[config.mk]
export PLATFORM = sky130hd
export DESIGN_NAME = satalu_core
export DESIGN_NICKNAME = d
export VERILOG_FILES = /design/src/rtl/satalu_pkg.sv /design/src/rtl/satalu_opsel.sv /design/src/rtl/satalu_arith.sv /design/src/rtl/satalu_clamp.sv /design/src/rtl/satalu_core.sv
export SDC_FILE = /design/constraint.sdc
export NUM_CORES = 1
export LEC_CHECK = 0
export BUFFER_PORTS_ARGS = -buffer_cell sky130_fd_sc_hd__buf_2
export CORE_ASPECT_RATIO = 0.75
export CORE_MARGIN = 2
export CORE_UTILIZATION = 35
export CTS_BUF_LIST = sky130_fd_sc_hd__clkbuf_4 sky130_fd_sc_hd__clkbuf_8 sky130_fd_sc_hd__clkbuf_16
export DETAILED_ROUTE_END_ITERATION = 10
export GPL_TIMING_DRIVEN = 0
export MAX_ROUTING_LAYER = met4
export PLACE_DENSITY = 0.63
export SYNTH_ARGS = -nofsm -noshare
export SYNTH_HDL_FRONTEND = slang
export SYNTH_SLANG_ARGS = --single-unit
[constraint.sdc]
create_clock -name clk -period 8 [get_ports clk]
set_input_delay 1.2 -clock clk [delete_from_list [all_inputs] [get_ports clk]]
set_output_delay 1.2 -clock clk [all_outputs]
set_load 0.05 [all_outputs]
[src/rtl/satalu_pkg.sv]
package satalu_pkg;

    typedef enum logic [2:0] {
        OP_ADD   = 3'd0,
        OP_SUB   = 3'd1,
        OP_RSUB  = 3'd2,
        OP_CMP   = 3'd3,
        OP_SADD  = 3'd4,
        OP_SSUB  = 3'd5,
        OP_SRSUB = 3'd6,
        OP_CMPX  = 3'd7
    } op_e;

    typedef enum logic [1:0] {
        SRC_REG   = 2'd0,
        SRC_SHORT = 2'd1,
        SRC_LONG  = 2'd2,
        SRC_ALT   = 2'd3
    } src_e;

    typedef enum logic {
        ST_IDLE = 1'b0,
        ST_DONE = 1'b1
    } state_e;

    // x_first: operand X is the minuend (or first addend)
    typedef struct packed {
        logic subtract;
        logic x_first;
        logic saturate;
        logic write;
    } ctl_t;

    typedef struct packed {
        logic z;
        logic s;
        logic cy;
        logic ov;
    } flags_t;

    function automatic ctl_t decode_op(op_e code);
        ctl_t c;
        unique case (code)
            OP_ADD:   c = '{subtract: 1'b0, x_first: 1'b1, saturate: 1'b0, write: 1'b1};
            OP_SUB:   c = '{subtract: 1'b1, x_first: 1'b0, saturate: 1'b0, write: 1'b1};
            OP_RSUB:  c = '{subtract: 1'b1, x_first: 1'b1, saturate: 1'b0, write: 1'b1};
            OP_CMP:   c = '{subtract: 1'b1, x_first: 1'b0, saturate: 1'b0, write: 1'b0};
            OP_SADD:  c = '{subtract: 1'b0, x_first: 1'b1, saturate: 1'b1, write: 1'b1};
            OP_SSUB:  c = '{subtract: 1'b1, x_first: 1'b0, saturate: 1'b1, write: 1'b1};
            OP_SRSUB: c = '{subtract: 1'b1, x_first: 1'b1, saturate: 1'b1, write: 1'b1};
            OP_CMPX:  c = '{subtract: 1'b1, x_first: 1'b0, saturate: 1'b0, write: 1'b0};
            default:  c = '{subtract: 1'b1, x_first: 1'b0, saturate: 1'b0, write: 1'b0};
        endcase
        return c;
    endfunction

endpackage

[src/rtl/satalu_opsel.sv]
module satalu_opsel
    import satalu_pkg::*;
#(
    parameter int W       = 32,
    parameter int SHORT_W = 5,
    parameter int LONG_W  = 16
) (
    input  logic [1:0]        src_sel,
    input  logic [W-1:0]      reg1,
    input  logic [LONG_W-1:0] imm,
    output logic [W-1:0]      opnd_x
);
    localparam int SHORT_PAD = W - SHORT_W;
    localparam int LONG_PAD  = W - LONG_W;

    logic [W-1:0] short_ext;
    logic [W-1:0] long_ext;

    generate
        if (SHORT_PAD > 0) begin : g_short_pad
            assign short_ext = {{SHORT_PAD{imm[SHORT_W-1]}}, imm[SHORT_W-1:0]};
        end else begin : g_short_full
            assign short_ext = imm[W-1:0];
        end
        if (LONG_PAD > 0) begin : g_long_pad
            assign long_ext = {{LONG_PAD{imm[LONG_W-1]}}, imm};
        end else begin : g_long_full
            assign long_ext = imm[W-1:0];
        end
    endgenerate

    always_comb begin
        unique case (src_e'(src_sel))
            SRC_SHORT: opnd_x = short_ext;
            SRC_LONG:  opnd_x = long_ext;
            SRC_REG,
            SRC_ALT:   opnd_x = reg1;
            default:   opnd_x = reg1;
        endcase
    end

endmodule

[src/rtl/satalu_arith.sv]
module satalu_arith #(
    parameter int W = 32
) (
    input  logic         subtract,
    input  logic [W-1:0] minu,
    input  logic [W-1:0] subt,
    output logic [W-1:0] wrapped,
    output logic         carry,
    output logic         overflow
);
    localparam int MSB = W - 1;

    logic [W-1:0] subt_eff;
    logic [W:0]   wide;

    always_comb begin
        subt_eff = subtract ? ~subt : subt;
        wide     = {1'b0, minu} + {1'b0, subt_eff} + {{W{1'b0}}, subtract};
        wrapped  = wide[W-1:0];
        // borrow is the inverted carry of the complemented addition
        carry    = subtract ? ~wide[W] : wide[W];
        overflow = (minu[MSB] == subt_eff[MSB]) && (wrapped[MSB] != minu[MSB]);
    end

endmodule

[src/rtl/satalu_clamp.sv]
module satalu_clamp #(
    parameter int W = 32
) (
    input  logic         enable,
    input  logic         overflow,
    input  logic [W-1:0] wrapped,
    output logic [W-1:0] final_val,
    output logic         clamped
);
    localparam logic [W-1:0] POS_LIMIT = {1'b0, {(W-1){1'b1}}};
    localparam logic [W-1:0] NEG_LIMIT = {1'b1, {(W-1){1'b0}}};

    always_comb begin
        clamped = enable && overflow;
        if (clamped) begin
            // a wrapped negative value means the exact result was positive
            final_val = wrapped[W-1] ? POS_LIMIT : NEG_LIMIT;
        end else begin
            final_val = wrapped;
        end
    end

    always_comb begin
        if (clamped) begin

            clamp_dir_chk: assert (final_val[W-1] != wrapped[W-1]);
        end
    end

endmodule

[src/rtl/satalu_core.sv]
module satalu_core
    import satalu_pkg::*;
#(
    parameter int W       = 32,
    parameter int SHORT_W = 5,
    parameter int LONG_W  = 16
) (
    input  logic              clk,
    input  logic              rst_n,
    input  logic              in_valid,
    input  logic [2:0]        op,
    input  logic [1:0]        src_sel,
    input  logic [W-1:0]      reg1,
    input  logic [W-1:0]      reg2,
    input  logic [LONG_W-1:0] imm,
    output logic              out_valid,
    output logic [W-1:0]      result,
    output logic              wr_en,
    output logic              flag_z,
    output logic              flag_s,
    output logic              flag_cy,
    output logic              flag_ov,
    output logic              flag_sat
);
    localparam int MSB = W - 1;

    ctl_t         ctl;
    logic [W-1:0] opnd_x;
    logic [W-1:0] minu;
    logic [W-1:0] subt;
    logic [W-1:0] wrapped;
    logic         carry;
    logic         overflow;
    logic [W-1:0] final_val;
    logic         clamped;
    flags_t       flags_n;

    state_e       state_q, state_n;
    logic [W-1:0] result_q;
    logic         write_q;
    flags_t       flags_q;
    logic         sat_q;

    assign ctl = decode_op(op_e'(op));

    satalu_opsel #(.W(W), .SHORT_W(SHORT_W), .LONG_W(LONG_W)) u_opsel (
        .src_sel (src_sel),
        .reg1    (reg1),
        .imm     (imm),
        .opnd_x  (opnd_x)
    );

    always_comb begin
        minu = ctl.x_first ? opnd_x : reg2;
        subt = ctl.x_first ? reg2   : opnd_x;
    end

    satalu_arith #(.W(W)) u_arith (
        .subtract (ctl.subtract),
        .minu     (minu),
        .subt     (subt),
        .wrapped  (wrapped),
        .carry    (carry),
        .overflow (overflow)
    );

    satalu_clamp #(.W(W)) u_clamp (
        .enable    (ctl.saturate),
        .overflow  (overflow),
        .wrapped   (wrapped),
        .final_val (final_val),
        .clamped   (clamped)
    );

    always_comb begin
        flags_n.z  = (final_val == '0);
        flags_n.s  = wrapped[MSB] ^ overflow;
        flags_n.cy = carry;
        flags_n.ov = overflow;
    end

    // next-state logic
    always_comb begin
        unique case (state_q)
            ST_IDLE: state_n = in_valid ? ST_DONE : ST_IDLE;
            ST_DONE: state_n = in_valid ? ST_DONE : ST_IDLE;
            default: state_n = ST_IDLE;
        endcase
    end

    // state register
    always_ff @(posedge clk) begin
        if (!rst_n) begin
            state_q <= ST_IDLE;
        end else begin
            state_q <= state_n;
        end
    end

    // datapath registers
    always_ff @(posedge clk) begin
        if (!rst_n) begin
            result_q <= '0;
            write_q  <= 1'b0;
            flags_q  <= '0;
            sat_q    <= 1'b0;
        end else if (in_valid) begin
            result_q <= final_val;
            write_q  <= ctl.write;
            flags_q  <= flags_n;
            sat_q    <= sat_q | clamped;
        end
    end

    // outputs
    always_comb begin
        result   = result_q;
        flag_z   = flags_q.z;
        flag_s   = flags_q.s;
        flag_cy  = flags_q.cy;
        flag_ov  = flags_q.ov;
        flag_sat = sat_q;
        unique case (state_q)
            ST_IDLE: begin
                out_valid = 1'b0;
                wr_en     = 1'b0;
            end
            ST_DONE: begin
                out_valid = 1'b1;
                wr_en     = write_q;
            end
            default: begin
                out_valid = 1'b0;
                wr_en     = 1'b0;
            end
        endcase
    end


    out_follow_chk: assert property (@(posedge clk) disable iff (!rst_n)
        in_valid |=> out_valid);


    out_idle_chk: assert property (@(posedge clk) disable iff (!rst_n)
        !in_valid |=> !out_valid);


    cmp_nowrite_chk: assert property (@(posedge clk) disable iff (!rst_n)
        (in_valid && (op == 3'd3 || op == 3'd7)) |=> !wr_en);


    wr_gate_chk: assert property (@(posedge clk) disable iff (!rst_n)
        wr_en |-> out_valid);


    sat_sticky_chk: assert property (@(posedge clk) disable iff (!rst_n)
        flag_sat |=> flag_sat);


    sat_origin_chk: assert property (@(posedge clk) disable iff (!rst_n)
        (in_valid && !op[2] && !flag_sat) |=> !flag_sat);


    flag_hold_chk: assert property (@(posedge clk) disable iff (!rst_n)
        !in_valid |=> $stable({flag_z, flag_s, flag_cy, flag_ov}));


    zero_match_chk: assert property (@(posedge clk) disable iff (!rst_n)
        (out_valid && flag_z) |-> (result == '0));


    sat_limit_chk: assert property (@(posedge clk) disable iff (!rst_n)
        (in_valid && op[2] && !op[1] | (in_valid && op[2] && !op[0])) |=>
        (!flag_ov || result == 32'h7FFF_FFFF || result == 32'h8000_0000));

endmodule

# After elaboration in Yosys (flattened, before gate mapping)
# Memories as Yosys holds them, arrays and structs flattened.
# Cells that the tools add are included.
totals:
  reg_bits: 39
  mem_bits_ro: 32
  out_inout_bits: 39
  word_cells: 36
  n_memories: 1
op_classes:
  n_addsub: 2
  n_eq_ne: 5
  muxes: 10
  n_bitwise: 5
  reduce_logical: 5
mem_list:
  columns: ["name", "words", "width", "read_ports", "rd_ports_with_merged_regs", "write_ports", "line", "text"]
  rows:
  - ["(name not given)", 8, 4, 1, 0, 0, "satalu_pkg.sv:43", "unique case (code)"]
op_table:
  columns: ["op", "n"]
  rows:
  - ["two-way mux 32 bit", 5]
  - ["case mux 32 bit (3 select lines)", 1]
  - ["adder 32 x 32 -> 33 bit", 1]
  - ["adder 33 x 1 -> 33 bit", 1]
  - ["zero test 32 bit", 1]
  - ["NOT 32 bit", 1]
  - ["equality test 2 bit, second input constant", 2]
  - ["case mux 1 bit (2 select lines)", 2]
  - ["equality test 2 x 1 -> 1 bit, second input constant", 1]
  - ["logical AND 1 bit", 2]
  - ["zero test 2 bit", 1]
  - ["two-way mux 1 bit", 2]
  - ["NOT 1 bit", 2]
  - ["OR reduction 2 bit", 1]
  - ["equality test 1 bit", 1]
  - ["inequality test 1 bit", 1]
  - ["bitwise OR 1 bit", 1]
  - ["bitwise XOR 1 bit", 1]

# Longest topological paths before layout
# Gate-level depths: netlist of the first run.
depth:
  ltp_word: 13
  depth_mapped: 20
  ltp_nobuf: 17

# Hierarchy
# Synthesis of the first run repeated with hierarchy kept, for this count alone.
unflattened:
  hier_cells: 629
  hier_area_um2: 5418.9
by_module_without_submodules:
  columns: ["mod", "instances", "cells_per_inst", "area_per_inst_um2", "seq_area_each_um2"]
  rows:
  - ["satalu_core", 1, 211, 2394.8, 780.7]
  - ["satalu_arith", 1, 300, 2242.2, 0.0]
  - ["satalu_opsel", 1, 76, 465.4, 0.0]
  - ["satalu_clamp", 1, 42, 316.6, 0.0]

# Worst setup path before layout of the first run
# No wires, ideal clock.
synth_timing:
  path_kind: "input-to-reg"
  from: "input src_sel[0]"
  to: "register flags_q (netlist bit flag_z)"
  setup_ns: 0.072
  arrival_ns: 5.052
  t_required_ns: 7.928
  slack_ns: 2.877
  cell_stages: 17
  path_cell_list: "inv_1 -> ha_1 -> clkbuf_1 -> nor2b_1 -> a22o_1 -> mux2_2 -> ha_1 -> nand4_1 -> or3_1 -> a21oi_2 -> nor3_2 -> o21ai_1 -> xor2_1 -> or4_1 -> or4_1 -> nor4b_2 -> a2bb2oi_1"
synth_via:
  elab_chain_len: 13
  elab_cells_between_ends: 19
  classes_between: "add/sub: 2; eq/ne: 5; mux: 6; bitwise: 1; reduce/logical: 5"
synth_rtl:
  columns: ["element", "line", "text"]
  rows:
  - ["from (decl)", "satalu_core.sv:12", "input logic [1:0] src_sel,"]
  - ["equality test 2 bit or zero test 2 bit (tied branches)", "satalu_opsel.sv:33", "unique case (src_e'(src_sel))"]
  - ["OR reduction 2 bit", "satalu_opsel.sv:33", null]
  - ["case mux 32 bit (3 select lines) (*)", "satalu_opsel.sv:33", null]
  - ["two-way mux 32 bit", "satalu_core.sv:55", "subt = ctl.x_first ? reg2 : opnd_x;"]
  - ["NOT 32 bit", "satalu_arith.sv:17", "subt_eff = subtract ? ~subt : subt;"]
  - ["two-way mux 32 bit", "satalu_arith.sv:17", null]
  - ["adder 32 x 32 -> 33 bit", "satalu_arith.sv:18", "wide = {1'b0, minu} + {1'b0, subt_eff} + {{W{1'b0}}, subtract};"]
  - ["adder 33 x 1 -> 33 bit", "satalu_arith.sv:18", null]
  - ["inequality test 1 bit", "satalu_arith.sv:22", "overflow = (minu[MSB] == subt_eff[MSB]) && (wrapped[MSB] != minu[MSB]);"]
  - ["logical AND 1 bit", "satalu_arith.sv:22", null]
  - ["logical AND 1 bit", "satalu_clamp.sv:14", "clamped = enable && overflow;"]
  - ["two-way mux 32 bit (*)", "satalu_clamp.sv:15", "if (clamped) begin"]
  - ["zero test 32 bit (*)", "satalu_core.sv:76", "flags_n.z = (final_val == '0);"]
  - ["to (signal assigned)", "satalu_core.sv:110", "flags_q <= flags_n;"]
  - ["to (decl)", "satalu_core.sv:41", "flags_t flags_q;"]
# Mark *: on every way between the ends. The rest lies on a longest branch, timed or not.
# A chain may end at the register's enable or synchronous reset.

# Final worst setup path of the first run
# Ends and elaborated chain as after synthesis.

==> results.md, run 1 <==
- Register area: 780.7 µm²
- Reg-to-reg startpoint: flag_z
- Cts bufs inserted: 5
- DR pass1 iterations: 5
- Final min period: 5.961 ns
- Syn avg cell area: 7.034 µm²
- CP endpoint: flag_z
- Comb pwr share: 63.8%
- NetSw: 0.5806 mW
- Worst setup startpoint: src_sel[0]
- Largest net degree at the start of global routing: 12
- Number of port buffers: 122
- Total GRT Usage: 22.19%
- Async set or reset register ratio after synthesis: 0%
- Chip height: 106.4 µm
- Post-CTS setup buffer count: 0
- Area grow syn2layout: 19.91%
- Critical-path maximum fanout: 10
- Cts hold-fix bufs: 0
- Max-cap violations: 0
- CTS tree: built
- Vias in the first global route: 5150
- FF-to-FF End: flag_z
- 1st-iter DRT viols: 361
- Core ar.: 13700 µm²
- Final Cycle Share: 74.51%
- Remaining design rule violation count: 0
- Setup_tns: 0 ns
- Sw Ratio: 48.95%
- Flops & latches, synth: 39
- Ports: 127
- Clock slew at reported path FFs: 0.05 ns
- Detail Route Antenna Nets: 0
- Worst Tran Pin Value: 0.8250 ns
- Clk pwr share: 16.3%
- Final Max Tran Viols: 0
- Post-synth top area cell: dfxtp_1
- Multi-input gate area: 3867 µm²
- Crit path kind: in -> reg
- Global-route wire length before repair: 26.25 mm
- Cell Rows: 37
- Layout Skew: 0 ns
- CP Launch Type: input pin
- DIE AREA: 14960 µm²
- RSZ-0062 raised after global routing: no
- WHS: 0.4875 ns
- Routed wire length: 16.53 mm
- DR WL/cell: 16.51 µm
- Reg2Reg Depth: 3
- Post-Synthesis Cells: 696
- Worst setup EP type: flop
- Synth cell count leaders: 101 x a21oi_1, 74 x nor2_1, 68 x nand2_1
- Grt ovf: 0
- Outcome: finished, final reports clean
- EDFF count, synth: 0
- Maximum clock path buffer count: 2
- Worst EP required: 8.21 ns
- P_int: 0.6055 mW
- Clk_lat worst skew: 0.28 ns
- Synth top area cells: dfxtp_1 16%, a21oi_1 10%, ha_1 8.4%, o21ai_0 6.6%, xor2_1 6.3%
- Vias per inst: 5.512
- Register area share after synthesis: 15.95%
- Final setup violating endpoints: 0
- Power per cell area: 202.0 nW/µm²
- Post-Synthesis Cell Area: 4896 µm²
- Share of the synthesized area in the top cell type: 15.95%
- Yosys warns: 0
- CTS Root Cell: clkbuf_16
- Sequential share of power: 19.9%
- Final net count: 947
- H-tree levels: 2
- Top FF cell, synth: dfxtp_1
- Worst hold path class: reg -> reg
- Hold_sp: flag_sat
- Initial antenna violation count: 0
- Count of different cell masters after synthesis: 69
- Post-CTS resize count: 0
- Critical Path AT: 6.17 ns
- Filler cell count: 1471
- Peak Freq: 167.8 MHz
- Via count: 5518
- Most frequent cell after synthesis: a21oi_1
- Initial Util: 35.73%
- Die W: 140.6 µm
- Placer Congestion: 0.9643
- Share of layout cells above drive strength 1: 21.67%
- R2R setup slack: 7.23 ns
- Worst slew margin: 45.00%
- HPWL Detailed: 13.52 mm
- Syn Nets: 818
- ANT cells: 0
- Clock sink total: 39
- Leakage: 2.558 nW
- VDD IR max: 0.1081 mV
- Final hold vios: 0
worst min path at each step:
stage / slack (ns) / depth (start not counted) / endpoint
floorplan: 0.45 / 2 / write_q
global placement: 0.47 / 2 / flag_sat
detailed placement: 0.48 / 2 / result[16]
CTS: 0.49 / 2 / flag_sat
global route: 0.52 / 2 / result[22]
finish: 0.49 / 2 / flag_sat
power groups by stage:
| stage | clock network [mW] | registers (mW) | logic (mW) |
|---|---|---|---|
| 6_report | 0.193 | 0.236 | 0.756 |
| 5_1_grt | 0.205 | 0.240 | 0.831 |
| 4_1_cts | 0.197 | 0.236 | 0.749 |
| 3_5_place_dp | 0 | 0.240 | 0.746 |
| 3_3_place_gp | 0 | 0.240 | 0.745 |
| 2_1_floorplan | 0 | 0.335 | 0.459 |
flip-flops by register name, indices dropped and copies added, names as in the netlist:
name      count
flag_cy       1
flag_ov       1
flag_s        1
flag_sat      1
flag_z        1
result       32
state_q       1
write_q       1
critical path, cell delays in order:
cell       delay, ns
buf_2           0.09
inv_1           0.04
ha_1            0.32
clkbuf_1        0.41
clkbuf_1        0.41
a221oi_1        0.22
o21ai_0         0.18
o21ai_0         0.12
ha_1            0.29
clkbuf_1        0.32
and2_1          0.25
o21ai_0         0.18
a2111oi_0       0.45
a21boi_0        0.40
nor4_1          0.13
xor2_1          0.28
nand4_1         0.15
a2111oi_0       0.44
nand4_1         0.15
a2bb2oi_1       0.14
cells in the final DEF (no fill, tap or decap), types with 6 or more instances in the layout:
master | Yosys | layout
nand3_1 | 6 | 6
nand4_1 | 11 | 11
dfxtp_1 | 39 | 39
o31ai_1 | 10 | 10
nor2_1 | 74 | 74
nand2_1 | 68 | 68
o21ai_0 | 65 | 65
a221oi_1 | 10 | 10
mux2_2 | 21 | 21
inv_1 | 11 | 11
clkbuf_1 | 42 | 42
xor2_1 | 35 | 35
o221a_2 | 8 | 8
a21oi_1 | 101 | 101
o21a_1 | 13 | 13
o21ai_1 | 6 | 6
xnor2_1 | 24 | 24
ha_1 | 33 | 33
buf_1 | 8 | 8
buf_2 | 3 | 125
per-stage QoR:
step	total power, mW	utilization (%)	instance area (µm²)	setup slack [ns]	std cells
floorplan	0.7938	-	4896	2.877	696
global placement	0.9855	41.78	5725	1.847	993
detailed placement	0.9862	41.78	5725	1.807	993
CTS	1.183	42.84	5871	2.070	1001
global route	1.276	42.84	5871	1.421	1001
finish	1.186	42.84	5871	2.039	1001
cells by family (layout without fill, tap and decap cells):
kind of cell	count (synthesis)	count (layout)	share of synthesized area, %
AO/OA/AOI/OAI	271	271	34.68
AND/OR/NAND/NOR	206	206	19.88
buffers and inverters	65	195	5.060
XOR/XNOR	59	59	10.55
flip-flops	39	39	15.95
adder cells (fa/ha/maj)	34	34	8.842
multiplexers	22	22	5.035
layout make-up:
class | instances | area share, %
plain buffers | 53 | 3.453
clock buffers | 7 | 2.387
clock inverters | 1 | 0.08525
inverters | 12 | 0.7673
multi-input cells | 592 | 65.88
flip-flops and latches | 39 | 13.30
well taps | 175 | 3.730
repair buffers | 122 | 10.40
routing by layer:
layer / wire (µm) / global-route usage, % / vias to the layer above
met5: 0 / - / -
met4: 131 / 2.857 / 0
met3: 910 / 2.793 / 11
met2: 7211 / 34.91 / 172
met1: 8272 / 31.39 / 2527
li1: - / - / 2808
Note: power is estimated with default switching activity, not from simulation.
==> run 2: changes to the inputs <==
==> constraint.sdc (replaced) <==
create_clock -name clk -period 5.6 [get_ports clk]
set_input_delay 0.84 -clock clk [delete_from_list [all_inputs] [get_ports clk]]
set_output_delay 0.84 -clock clk [all_outputs]
set_load 0.05 [all_outputs]
==> run 2 against run 1 <==
Against the previous run:
- highest routed layer unchanged
- clock skew unchanged
- register-to-register slack got worse by 2.4 ns
- cell count decreased by 0.50%
- via count decreased by 0.47%
- combinational power increased by 43%
- first-iteration DRC count increased by 11%
==> results.md, run 2 (synthesis results as in run 1) <==
- Outcome: finished, final reports clean
- Placer Congestion: 0.9643
- Leakage: 2.569 nW
- HPWL Detailed: 13.52 mm
- Clk_lat worst skew: 0.28 ns
- GR Util met3: 2.793%
- Final net count: 942
- Peak Freq: 193.2 MHz
- Vias per inst: 5.514
- ANT cells: 0
- RSZ-0062 raised after global routing: no
- Most frequent cells in the layout: 125 x buf_2, 100 x a21oi_1, 74 x nor2_1, 68 x nand2_1, 65 x o21ai_0
- Cell Chain, Critical Path: buf_2 -> buf_1 -> buf_1 -> nand2_1 -> o31ai_1 -> ha_1 -> clkbuf_1 -> nand4_1 -> or3_1 -> a21oi_2 -> nor3_2 -> o21ai_1 -> xor2_1 -> or4_1 -> or4_1 -> nor4b_2 -> a2bb2oi_1
- DIE AREA: 14960 µm²
- Final min period: 5.177 ns
- Maximum clock path buffer count: 2
- Max reg flops: 32
- Final Cycle Share: 92.45%
- Post-layout util: 42.87%
- Core ar.: 13700 µm²
- Pwr Total: 1.697 mW
- Grt ovf: 0
- Global-route wire length before repair: 26.25 mm
- Filler cell count: 1472
- Detail Route Antenna Nets: 0
- Ports: 127
- Final setup violating endpoints: 0
- Critical Path AT: 5.39 ns
- Post-place instance area: 5725 µm²
- WHS: 0.4845 ns
- Worst EP required: 5.81 ns
- Worst hold path class: reg -> reg
- Commonest non-fill, non-tap cell in the layout: buf_2
- Remaining design rule violation count: 0
- Finished Cell Area: 5874 µm²
- Cts bufs inserted: 5
- Largest net degree at the start of global routing: 12
- Chip height: 106.4 µm
- Die W: 140.6 µm
- Max incr delay on CP: 0.61 ns
- Post-CTS setup buffer count: 0
- Grt peak-use layer: met2
- Number of port buffers: 122
- Non-Filler Instances: 996
- Worst slew margin: 45.18%
- CTS tree: built
- Vias in the first global route: 5150
- Register area: 780.7 µm²
- Final hold vios: 0
- Worst Tran Pin Value: 0.8224 ns
- CP Launch Type: input pin
- Initial Util: 35.73%
- Crit path kind: in -> reg
- Power per cell area: 288.8 nW/µm²
- Initial antenna violation count: 0
- DR pass1 iterations: 5
- Dpl cells: 993
- Max-cap violations: 0
- M1 GR Usage: 31.39%
- Total GRT Usage: 22.19%
- Clock sink total: 39
- Met2 usage: 34.91%
- VDD IR max: 0.1542 mV
- Clock slew at reported path FFs: 0.05 ns
- DR WL/cell: 16.59 µm
- Final Max Tran Viols: 0
- Routed wire length: 16.53 mm
- Via count: 5492
- Layout Skew: 0 ns
- Setup_tns: 0 ns
- Area grow syn2layout: 19.98%
- Slowest CP cell: buf_1
- CTS Root Cell: clkbuf_16
- Setup ws final: 0.4228 ns
- Critical-path maximum fanout: 10
- Multi-input gate area: 3884 µm²
- Worst slack at placement: -0.2333 ns
- 1st-iter DRT viols: 402
- Worst setup EP type: flop
- Share of layout cells above drive strength 1: 22.66%
- Crit path buffers/inverters: 4
- Top delay family on crit path: simple AND/OR/NAND/NOR gates
- Cell Rows: 37
- H-tree levels: 2
run 2: report_power, final:
part / switching [mW] / total, mW / internal (mW)
Sequential: 0.0192 / 0.338 / 0.318
Combinational: 0.709 / 1.08 / 0.375
Clock: 0.102 / 0.275 / 0.174
run 2: layer usage:
| layer | share of wire [%] | vias up | routed length [µm] |
|---|---|---|---|
| met3 | 4.5 | 13 | 744 |
| li1 | - | 2796 | - |
| met1 | 51 | 2528 | 8408 |
| met4 | 0.84 | 0 | 139 |
| met2 | 44 | 155 | 7234 |
| met5 | 0 | - | 0 |
run 2: final timing paths:
| check | startpoint | to | slack, ns | depth (start not counted) |
|---|---|---|---|---|
| max reg2reg | flag_z | flag_z | 4.84 | 3 |
| max | op[0] | flag_z | 0.42 | 17 |
| min reg2reg | flag_sat | flag_sat | 0.48 | 2 |
| min | flag_sat | flag_sat | 0.48 | 2 |
run 2: area by class of cell:
type                            instances  share of cell area, %
Timing Repair Buffer                  122                  10.39
Sequential cell                        39                  13.29
Clock buffer                            7                  2.386
Buffer                                 48                  3.237
Inverter                               12                 0.7668
Clock inverter                          1                0.08520
Tap cell                              175                  3.727
Multi-Input combinational cell        592                  66.11
run 2: worst reg2reg max path, stage by stage (launching register included):
cell	delay, ns
dfxtp_1	0.35
nand3b_1	0.10
nand2_1	0.09
a2bb2oi_1	0.15
run 2: what timing repair did:
action / CTS / global route
hold buffers: 0 / 0
endpoints found under the setup margin: 0 / 31
resized for setup: 0 / 14
==> run 3: changes to the inputs <==
--- a/config.mk
+++ b/config.mk
@@ -14,6 +14,7 @@
 export GPL_TIMING_DRIVEN = 0
 export MAX_ROUTING_LAYER = met4
 export PLACE_DENSITY = 0.63
+export REMOVE_ABC_BUFFERS = 1
 export SYNTH_ARGS = -nofsm -noshare
 export SYNTH_HDL_FRONTEND = slang
 export SYNTH_SLANG_ARGS = --single-unit
==> run 3 against run 2 <==
Against the previous run:
- hold slack got worse by 0.0060 ns
- sequential share of layout area increased by 0.17 points
- utilization decreased by 0.53 points
- critical path depth decreased by 1
- die area unchanged
- wire length decreased by 12%
- design area decreased by 1.2%
==> results.md, run 3 (synthesis results as in run 1) <==
- Reg-to-reg startpoint: flag_z
- Vias in the first global route: 4746
- Worst slew margin: 31.20%
- Largest net degree at the start of global routing: 110
- Cts bufs inserted: 5
- Routed wire length: 14.56 mm
- Worst EP required: 5.81 ns
- DR WL/cell: 15.23 µm
- Cell Rows: 37
- Commonest non-fill, non-tap cell in the layout: buf_2
- NetSw: 0.8054 mW
- Max reg flops: 32
- Via count: 5232
- DR pass1 iterations: 4
- Reg2Reg Depth: 3
- Dpl cells: 944
- Outcome: finished, final reports clean
- Initial Util: 35.73%
- Area grow syn2layout: 18.50%
- Clock slew at reported path FFs: 0.06 ns
- Grt ovf: 0
- Total GRT Usage: 19.22%
- Final hold vios: 0
- Share of layout cells above drive strength 1: 24.20%
- Maximum clock path buffer count: 2
- 1st-iter DRT viols: 402
- Most frequent cells in the layout: 125 x buf_2, 100 x a21oi_1, 74 x nor2_1, 68 x nand2_1, 65 x o21ai_0
- Number of port buffers: 126
- DIE AREA: 14960 µm²
- Core ar.: 13700 µm²
- Worst Tran Pin Value: 1.032 ns
- Hold Path Stages: 2
- CTS Root Cell: clkbuf_16
- Layout Skew: 0 ns
- Final net count: 902
- Chip height: 106.4 µm
- Hold_sp: flag_sat
- Pwr Total: 1.710 mW
- Hold Path End: flag_sat
- FF-to-FF End: flag_z
- Clk pwr share: 19.2%
- VDD IR max: 0.1379 mV
- Detail Route Antenna Nets: 0
- Worst hold path class: reg -> reg
- Crit path kind: in -> reg
- Final Cycle Share: 93.87%
- Global-route wire length before repair: 23.23 mm
- Vias per inst: 5.473
- Critical Path AT: 5.47 ns
- Final setup violating endpoints: 0
- Non-Filler Instances: 956
- Remaining design rule violation count: 0
- Leakage: 2.540 nW
- P_int: 0.9046 mW
- Initial antenna violation count: 0
- Sequential share of power: 20.0%
- Comb pwr share: 60.8%
- Cts hold-fix bufs: 0
- Peak Freq: 190.2 MHz
- HPWL Detailed: 10.94 mm
- Die W: 140.6 µm
- RSZ-0062 raised after global routing: no
- Clock sink total: 39
- CP Launch Type: input pin
- Worst setup EP type: flop
- Power per cell area: 294.7 nW/µm²
- Placer Congestion: 0.9078
- Max-cap violations: 0
- Final min period: 5.257 ns
- H-tree levels: 2
- Sw Ratio: 47.10%
- Final Max Tran Viols: 0
- Clk_lat worst skew: 0.28 ns
- Ports: 127
- ANT cells: 0
- Critical-path maximum fanout: 18
- R2R setup slack: 4.77 ns
- CTS tree: built
==> run 3: cell types whose count changed in the layout (fill, tap and decap cells not counted), moves of 3 or more <==
cell | previous run | this run
buf_1 | 6 | 0
buf_4 | 0 | 3
clkbuf_1 | 34 | 0
clkbuf_2 | 5 | 0
==> run 3: layout make-up <==
type                    instances  area (µm²)
clock buffers                   5       125.1
clock inverters                 3       47.55
fillers                      1448        7901
inverters                      12       45.04
multi-input cells             593        3916
flip-flops and latches         39       780.7
well taps                     175       219.0
repair buffers                129       668.1
==> run 3: what timing repair did <==
item	in CTS	in global routing
setup buffers	0	3
cloned	1	0
resized for setup	4	2
endpoints found under the setup margin	1	1
==> run 3: worst max path at each step <==
stage	slack, ns	cells past startpoint	end	start
floorplan	0.04	16	flag_z	src_sel[1]
global placement	-1.83	17	flag_z	src_sel[1]
detailed placement	-0.62	17	flag_z	src_sel[1]
CTS	0.07	17	flag_z	src_sel[1]
global route	0.12	16	flag_z	src_sel[1]
finish	0.34	16	flag_z	src_sel[1]
==> run 3: worst max-delay path, cell delays in order <==
cell and delay, ns:
buf_2 0.12, inv_1 0.05, ha_2 0.41, nor2b_4 0.56
o31ai_1 0.16, ha_1 0.48, and2_1 0.22, o21ai_0 0.17
a2111oi_0 0.48, a21boi_0 0.45, nor4_1 0.14, xor2_1 0.32
nand4_1 0.16, a2111oi_0 0.54, nand4_1 0.19, a2bb2oi_1 0.16
==> run 3: power groups by stage <==
stage	Clock, mW	Sequential, mW	Combinational (mW)
3_5_place_dp	0	0.347	1.02
2_1_floorplan	0	0.479	0.629
6_report	0.328	0.341	1.04
3_3_place_gp	0	0.347	1.02
5_1_grt	0.345	0.345	1.15
4_1_cts	0.332	0.341	1.03
==> run 3: metrics by stage <==
stage               instance area, µm²  hold slack [ns]  TNS, ns  util, %  setup slack [ns]
floorplan                         4693           0.4500        0        -           0.03776
global placement                  5543           0.4623   -41.20    40.45            -1.828
detailed placement                5557           0.4695  -0.6453    40.55           -0.6154
CTS                               5754           0.4842        0    41.99           0.06959
global route                      5802           0.5109        0    42.34            0.1173
finish                            5802           0.4784        0    42.34            0.3431
==> run 3: layer usage <==
| layer | up-vias | part of all wire, % | wire length (µm) | GRT usage [%] |
|---|---|---|---|---|
| met5 | - | 0 | 0 | - |
| met4 | 0 | 0.26 | 38 | 1.929 |
| met3 | 4 | 5.6 | 815 | 2.973 |
| met2 | 143 | 41 | 6037 | 29.24 |
| met1 | 2370 | 53 | 7664 | 27.89 |
| li1 | 2715 | - | - | - |
